==> src/rtl/wpa_pkg.sv <==
package wpa_pkg;

  typedef enum logic [1:0] {
    CLS_NONE  = 2'b00,
    CLS_LOAD  = 2'b01,
    CLS_ALU   = 2'b10,
    CLS_STORE = 2'b11
  } icls_e;

  function automatic logic cls_writes(input icls_e c);
    return (c == CLS_LOAD) || (c == CLS_ALU);
  endfunction

endpackage

==> src/rtl/wpa_issue_gate.sv <==
module wpa_issue_gate
  import wpa_pkg::*;
(
  input  logic  mode,
  input  icls_e in_cls,
  input  icls_e s1_cls,
  output logic  stall,
  output logic  accept,
  output logic  late
);

  // An R-type directly behind a load would write one cycle earlier in its
  // life, i.e. in the same cycle as that load. Hold it in hold mode only.
  always_comb begin
    stall  = !mode && (in_cls == CLS_ALU) && (s1_cls == CLS_LOAD);
    accept = !stall;
    late   = (in_cls == CLS_LOAD) || ((in_cls == CLS_ALU) && mode);
  end

endmodule

==> src/rtl/wpa_stage_chain.sv <==
module wpa_stage_chain
  import wpa_pkg::*;
#(
  parameter int NSTAGE = 5,
  parameter int AW     = 5,
  parameter int DW     = 32
) (
  input  logic          clk,
  input  logic          rst,
  input  logic          accept,
  input  icls_e         in_cls,
  input  logic [AW-1:0] in_dest,
  input  logic [DW-1:0] in_tag,
  input  logic          in_late,
  output icls_e         st_cls  [NSTAGE],
  output logic [AW-1:0] st_dest [NSTAGE],
  output logic [DW-1:0] st_tag  [NSTAGE],
  output logic          st_late [NSTAGE]
);

  for (genvar k = 0; k < NSTAGE; k++) begin : g_stage
    if (k == 0) begin : g_entry
      always_ff @(posedge clk) begin
        if (rst) begin
          st_cls[0]  <= CLS_NONE;
          st_late[0] <= 1'b0;
        end else if (accept) begin
          st_cls[0]  <= in_cls;
          st_late[0] <= in_late;
        end else begin
          st_cls[0]  <= CLS_NONE;
          st_late[0] <= 1'b0;
        end
      end
      always_ff @(posedge clk) begin
        st_dest[0] <= in_dest;
        st_tag[0]  <= in_tag;
      end
    end else begin : g_shift
      always_ff @(posedge clk) begin
        if (rst) begin
          st_cls[k]  <= CLS_NONE;
          st_late[k] <= 1'b0;
        end else begin
          st_cls[k]  <= st_cls[k-1];
          st_late[k] <= st_late[k-1];
        end
      end
      always_ff @(posedge clk) begin
        st_dest[k] <= st_dest[k-1];
        st_tag[k]  <= st_tag[k-1];
      end
    end
  end

endmodule

==> src/rtl/wpa_wport.sv <==
module wpa_wport
  import wpa_pkg::*;
#(
  parameter int AW = 5,
  parameter int DW = 32
) (
  input  logic          clk,
  input  logic          rst,
  input  icls_e         early_cls,
  input  logic          early_late,
  input  logic [AW-1:0] early_dest,
  input  logic [DW-1:0] early_tag,
  input  icls_e         late_cls,
  input  logic          late_late,
  input  logic [AW-1:0] late_dest,
  input  logic [DW-1:0] late_tag,
  output logic          wr_en,
  output logic [AW-1:0] wr_addr,
  output logic [DW-1:0] wr_data,
  output logic          conflict
);

  logic early_req;
  logic late_req;

  // early_* is the instruction about to enter stage 4, late_* the one about
  // to enter stage 5; the registered port then reflects that stage's write.
  always_comb begin
    early_req = (early_cls == CLS_ALU) && !early_late;
    late_req  = cls_writes(late_cls) && late_late;
  end

  always_ff @(posedge clk) begin
    if (rst) begin
      wr_en    <= 1'b0;
      conflict <= 1'b0;
    end else begin
      wr_en    <= early_req || late_req;
      conflict <= early_req && late_req;
    end
  end

  always_ff @(posedge clk) begin
    if (late_req) begin
      wr_addr <= late_dest;
      wr_data <= late_tag;
    end else begin
      wr_addr <= early_dest;
      wr_data <= early_tag;
    end
  end

endmodule

==> src/rtl/wport_arbiter.sv <==
module wport_arbiter
  import wpa_pkg::*;
#(
  parameter int NSTAGE = 5,
  parameter int AW     = 5,
  parameter int DW     = 32
) (
  input  logic          clk,
  input  logic          rst,
  input  logic          mode,
  input  logic [1:0]    in_cls,
  input  logic [AW-1:0] in_dest,
  input  logic [DW-1:0] in_tag,
  output logic          issue_stall,
  output logic          wr_en,
  output logic [AW-1:0] wr_addr,
  output logic [DW-1:0] wr_data,
  output logic          wr_conflict
);

  localparam int EARLY_SRC = NSTAGE - 3;
  localparam int LATE_SRC  = NSTAGE - 2;

  icls_e         cls_in;
  logic          accept;
  logic          late_bit;
  icls_e         st_cls  [NSTAGE];
  logic [AW-1:0] st_dest [NSTAGE];
  logic [DW-1:0] st_tag  [NSTAGE];
  logic          st_late [NSTAGE];

  assign cls_in = icls_e'(in_cls);

  wpa_issue_gate u_gate (
    .mode   (mode),
    .in_cls (cls_in),
    .s1_cls (st_cls[0]),
    .stall  (issue_stall),
    .accept (accept),
    .late   (late_bit)
  );

  wpa_stage_chain #(.NSTAGE(NSTAGE), .AW(AW), .DW(DW)) u_chain (
    .clk     (clk),
    .rst     (rst),
    .accept  (accept),
    .in_cls  (cls_in),
    .in_dest (in_dest),
    .in_tag  (in_tag),
    .in_late (late_bit),
    .st_cls  (st_cls),
    .st_dest (st_dest),
    .st_tag  (st_tag),
    .st_late (st_late)
  );

  wpa_wport #(.AW(AW), .DW(DW)) u_wport (
    .clk        (clk),
    .rst        (rst),
    .early_cls  (st_cls[EARLY_SRC]),
    .early_late (st_late[EARLY_SRC]),
    .early_dest (st_dest[EARLY_SRC]),
    .early_tag  (st_tag[EARLY_SRC]),
    .late_cls   (st_cls[LATE_SRC]),
    .late_late  (st_late[LATE_SRC]),
    .late_dest  (st_dest[LATE_SRC]),
    .late_tag   (st_tag[LATE_SRC]),
    .wr_en      (wr_en),
    .wr_addr    (wr_addr),
    .wr_data    (wr_data),
    .conflict   (wr_conflict)
  );

endmodule

==> config.mk <==
export PLATFORM = sky130hd
export DESIGN_NAME = wport_arbiter
export DESIGN_NICKNAME = d
export VERILOG_FILES = /design/src/rtl/wpa_pkg.sv /design/src/rtl/wpa_issue_gate.sv /design/src/rtl/wpa_stage_chain.sv /design/src/rtl/wpa_wport.sv /design/src/rtl/wport_arbiter.sv
export SDC_FILE = /design/constraint.sdc
export NUM_CORES = 1
export LEC_CHECK = 0
export BUFFER_PORTS_ARGS = -buffer_cell sky130_fd_sc_hd__buf_2
export CORE_MARGIN = 5
export CORE_UTILIZATION = 47
export CTS_CLUSTER_DIAMETER = 200
export DETAILED_ROUTE_END_ITERATION = 7
export PLACE_DENSITY = 0.72
export SYNTH_ARGS = -nofsm -noshare
export SYNTH_HDL_FRONTEND = slang
export SYNTH_SLANG_ARGS = --single-unit
export TNS_END_PERCENT = 100
==> constraint.sdc <==
create_clock -name clk -period 1.2 [get_ports clk]
set_input_delay 0.12 -clock clk [delete_from_list [all_inputs] [get_ports clk]]
set_output_delay 0.12 -clock clk [all_outputs]
set_load 0.005 [all_outputs]
=== Word level (Yosys, flattened, before mapping) ===
Cells that the tools add are included.
W data, S select, Z words.

* Bits in registers: 199
* Bits of input ports: 42
* Output and inout port bits: 40
* Word-level logic and storage cells: 40

* Eq/ne operators: 6
* Multiplexer cells: 2
* Reductions and logical operators: 12

{| class="wikitable"
|+ Operators with widths
! cell !! count
|-
| $mux W32 || 1
|-
| $eq A2 B1 Y1 const B || 3
|-
| $eq A2 B2 Y1 const B || 3
|-
| $logic_and A1 B1 Y1 || 6
|-
| $mux W5 || 1
|-
| $logic_or A1 B1 Y1 || 3
|-
| $logic_not A1 Y1 || 2
|-
| $reduce_or A2 Y1 || 1
|}

=== Depth between registers and ports, before layout ===
* Depth after elaboration: 4
* Depth in mapped cells: 5
* Gate-level depth less buffers: 3

=== By module ===
From an unflattened synthesis, not the netlist that was laid out.

* Cells, all modules: 306
* Area total of the unflattened synthesis: 5466.5 µm²

{| class="wikitable"
|+ By module, submodules not included
! module !! times used !! cells an instance !! area an instance (µm²) !! seq. area each (µm²)
|-
| wpa_stage_chain || 1 || 216 || 4136.5 || 4003.8
|-
| wpa_wport || 1 || 85 || 1291.2 || 780.7
|-
| wpa_issue_gate || 1 || 5 || 38.8 || 0.0
|}

=== Worst setup path after synthesis ===
No wires, ideal clock.

* Path type: register -> register
* Start point: register u_chain.st_cls[3] in the netlist's numbering
* End point: register u_wport.wr_data[20]
* Library setup time: 0.121 ns
* Data arrival time: 1.117 ns
* Required time: 1.079 ns
* Slack: -0.038 ns
* Cell stages (with the launch flop): 6
* Buffers on the path: 2
* Clock period less this slack: 1.238 ns
* Path through: dfxtp_1 xor2_1 nand2_1 buf_6 buf_6 mux2_4

* Cells in the longest elaborated chain, start to end: 4
* Elaborated cells between the ends (all ways): 5
* Those cells by class: eq/ne: 2; mux: 1; reduce/logical: 2

{| class="wikitable"
|+ RTL lines
! element !! line !! RTL
|-
| start: declaration || wpa_stage_chain.sv:15 || <nowiki>output icls_e st_cls [NSTAGE],</nowiki>
|-
| start signal: indexed assignment || wpa_stage_chain.sv:45 || <nowiki>st_cls[k] <= st_cls[k-1];</nowiki>
|-
| $eq A2 B1 Y1 / $eq A2 B2 Y1 (equally long branches) || wpa_pkg.sv:11 || <nowiki>return (c == CLS_LOAD) || (c == CLS_ALU);</nowiki>
|-
| $logic_or A1 B1 Y1 (*) || wpa_pkg.sv:11 ||
|-
| $logic_and A1 B1 Y1 (*) || wpa_wport.sv:30 || <nowiki>late_req = cls_writes(late_cls) && late_late;</nowiki>
|-
| $mux W32 (*) || wpa_wport.sv:44 || <nowiki>if (late_req) begin</nowiki>
|-
| end signal: assignment || wpa_wport.sv:46 || <nowiki>wr_data <= late_tag;</nowiki>
|-
| end signal: assignment || wpa_wport.sv:49 || <nowiki>wr_data <= early_tag;</nowiki>
|-
| end: declaration || wpa_wport.sv:19 || <nowiki>output logic [DW-1:0] wr_data,</nowiki>
|}

Every way passes the cells marked *; elsewhere a longest branch is shown, timed or not.
A chain may end at the register's enable or synchronous reset.

=== Worst setup path in the final report ===
* Start point: register u_chain.st_cls[9] in the netlist's numbering
* End point: output port issue_stall

* Cells in the longest elaborated chain, start to end: 2

{| class="wikitable"
|+ RTL lines
! element !! line !! RTL
|-
| $eq A2 B1 Y1 || wpa_issue_gate.sv:15 || <nowiki>stall = !mode && (in_cls == CLS_ALU) && (s1_cls == CLS_LOAD);</nowiki>
|-
| $logic_and A1 B1 Y1 || wpa_issue_gate.sv:15 ||
|-
| end: declaration || wport_arbiter.sv:14 || <nowiki>output logic issue_stall,</nowiki>
|}

Every way passes these cells.

==> flow_metrics.py <==
metrics = {
    "routing": {
        "drt_iter0_drc": 54,
        "avgRoutedWirePerCell_um": 12.1,
        "wl_um": 6690,
        "postRouteAntennaNets": 0,
        "drc_errors": 0,
        "vias": 2221,
        "firstDrtPassIters": 4,
        "via_per_inst": 4.02,
    },
    "sta": {
        "setup_ws_ns": -0.136,
        "report.final.slew_viol_count": 0,
        "period_needed_ns": 1.34,
        "layout_worst_path_cycle_share": 1.11,
        "clock_skew_ns": 0.00832,
        "rsz0062_at_grt": "true",
        "slew_headroom": 0.814,
        "worstMarginPinSlew_ns": 0.279,
        "fmax_mhz": 748,
        "finalHoldViolations": 0,
        "fin_hold_ws_ns": 0.0863,
        "setup_violations": 38,
    },
    "worst_setup_path": {
        "cp-end-kind": "output pin",
        "cp.arrival_ns": 1.22,
        "worst_ep_required_time_ns": 1.08,
        "path_delay_family": "flip-flops",
        "cp_slowest_cell": "dfxtp_1",
        "slowest_delay_ns": 0.31,
        "path_cells": "nor2_1, and4b_1, buf_2",
        "cp-start-kind": "register",
        "rr_worst_depth": 4,
        "timing.rr.start": "u_chain.st_cls[2]",
        "crit_type": "register to output pin",
        "rr_endpoint": "u_wport.wr_data[3]",
        "regToRegSetupSlack_ns": -0.07,
        "path_buf_inv": 1,
        "cp_max_fo": 2,
    },
    "cts": {
        "insertion_delay_ns": 0.51,
        "cts_tree": "yes",
        "htree_levels": 4,
        "cts.sink_count": 199,
        "clock_path_buffers": 2,
        "path_clk_slew_ns": 0.07,
        "cts_buffers": 17,
        "cts-root-buf": "clkbuf_8",
    },
    "placed_design": {
        "place.gp.congestion": 0.640,
        "port_buffers": 81,
        "dp_hpwl_um": 3760,
        "placedInstanceArea_um2": 5180,
        "dp_slack_ns": -0.0270,
    },
    "synth": {
        "synthTopCellsByArea": "dfxtp_1, mux2_2, mux2_4",
        "yosys-top-cells-count": "dfxtp_1, mux2_2, nor2b_1",
        "yosys_warnings": 0,
        "ys_types": 14,
        "avgSynthCellArea_um2": 17.5,
        "synth_top_area_frac": 0.866,
        "synth_nets": 305,
        "synthArstFlopShare": 0,
        "synth_enable_flop_cells": 0,
        "ys_ff_latch": 199,
        "syn_area_um2": 4600,
        "synth_ff_type": "dfxtp_1",
        "ys_seq_area_frac": 0.866,
        "yosysMostFrequentCell": "dfxtp_1",
        "synth_largest_area_cell": "dfxtp_1",
        "synthCells": 263,
    },
    "status": {
        "status": "finished with violations",
        "violations": "negative setup slack",
    },
    "power": {
        "ir_drop_v": 0.00140,
        "power_density_nw_per_um2": 2020,
        "p_leak_nw": 2.88,
    },
    "grt": {
        "grt_max_degree": 18,
        "overflow": 0,
        "grt_pass1_wl_um": 10400,
        "globalRouteTotalUtil": 0.119,
        "antenna_found_initial": 0,
        "grt_pass1_vias": 2262,
    },
    "die": {
        "dieHeight_um": 109,
        "fp.coreArea_um2": 9640,
        "die_area_um2": 11900,
        "ios": 82,
        "fp-row-count": 36,
        "initial_core_util": 0.477,
        "die-width_um": 109,
    },
    "hold_path": {
        "min_to": "u_chain.st_cls[9]",
        "hold_class": "input port to register",
        "hp-start": "in_cls[1]",
        "hold_depth": 4,
    },
    "final_layout": {
        "drive_gt1_frac": 0.379,
        "fillCellCount": 708,
        "area_delta_synth_final_pct": 37.6,
        "nets": 448,
        "antenna_cells": 0,
        "multi_input_area_um2": 662,
        "seqCellArea_um2": 3990,
        "fin_area_um2": 6330,
    },
    "run": {
        "maxCapViolCount": 0,
    },
}
final cells by class:
cell class	count	area share
clock inverters	12	0.0225
clock buffers	20	0.0688
repair buffers	129	0.148
multi-input cells	59	0.105
well taps	133	0.0263
flip-flops and latches	199	0.630
what timing repair did:
action	CTS	global route
pin swaps	3	1
cloned	0	2
endpoints found under the setup margin	38	38
buffers inserted	1	0
resized for setup	14	9
hold buffers	42	0
endpoints found under the hold margin	51	0
worst reg2reg max path: stages (launching register included):
cell       delay (ns)
dfxtp_2          0.33
xor2_2           0.20
nand2_4          0.14
clkbuf_16        0.21
mux2_4           0.30
through the flow:
step / setup TNS, ns / power, W / std cells / util
after floorplan: -0.158 / 0.00726 / 263 / -
after global placement: -0.191 / 0.00741 / 475 / 0.538
after detailed placement: -0.303 / 0.00743 / 475 / 0.538
after CTS: -1.60 / 0.0129 / 550 / 0.647
after global routing: -4.31 / 0.0133 / 552 / 0.656
final: -2.07 / 0.0128 / 552 / 0.656
flip-flops by register name, summed over array words and instances (netlist names):
| signal | count |
|---|---|
| u_chain.st_late | 4 |
| u_chain.st_dest | 20 |
| u_wport.wr_data | 32 |
| u_wport.conflict | 1 |
| u_wport.wr_en | 1 |
| u_wport.wr_addr | 5 |
| u_chain.st_cls | 8 |
| u_chain.st_tag | 128 |
per-layer routing:
metal,vias up,global-route usage,routed length [um]
met3,11,0.0450,372
met4,0,0.0694,144
met1,1017,0.128,2710
met5,-,0,0
li1,1137,-,-
met2,56,0.198,3460
cell usage in the layout, fill, tap and decap left out, types with 2 or more instances in the layout:
cell type and instances:
dfxtp_2 2, mux2_4 26, buf_2 81, nor2_1 3, inv_6 3, dlygate4sd3_1 42
clkbuf_1 2, mux2_2 12, dfxtp_1 197, nor2b_1 10, buf_12 2, bufinv_16 2
nand2_1 2, clkinv_4 5, clkbuf_8 2, clkbuf_16 18
worst max path at each step:
stage	from	end	slack, ns	cells after the start
CTS	u_chain.st_cls[9]	issue_stall	-0.17	3
floorplan	u_chain.st_cls[3]	u_wport.wr_data[20]	-0.02	5
detailed placement	u_chain.st_cls[3]	u_wport.wr_data[5]	-0.03	4
global route	u_chain.st_cls[9]	issue_stall	-0.24	3
finish	u_chain.st_cls[9]	issue_stall	-0.14	3
global placement	u_chain.st_cls[3]	u_wport.wr_data[6]	-0.009	4
logic make-up (layout without fill, tap and decap cells):
family | Yosys count | after routing | synth area share
flip-flops | 199 | 199 | 0.866
multiplexers | 38 | 38 | 0.0996
XOR/XNOR | 1 | 1 | 0.00190
AND/OR/NAND/NOR | 19 | 19 | 0.0234
AO/OA/AOI/OAI | 1 | 1 | 0.00109
buffers and inverters | 5 | 161 | 0.00789
power by group:
group	switching (W)	total, W	internal, W
Clock	0.00229	0.00534	0.00306
Combinational	0.000102	0.000366	0.000264
Sequential	0.0000965	0.00705	0.00695
No activity file was read; power rests on OpenSTA's default activity.
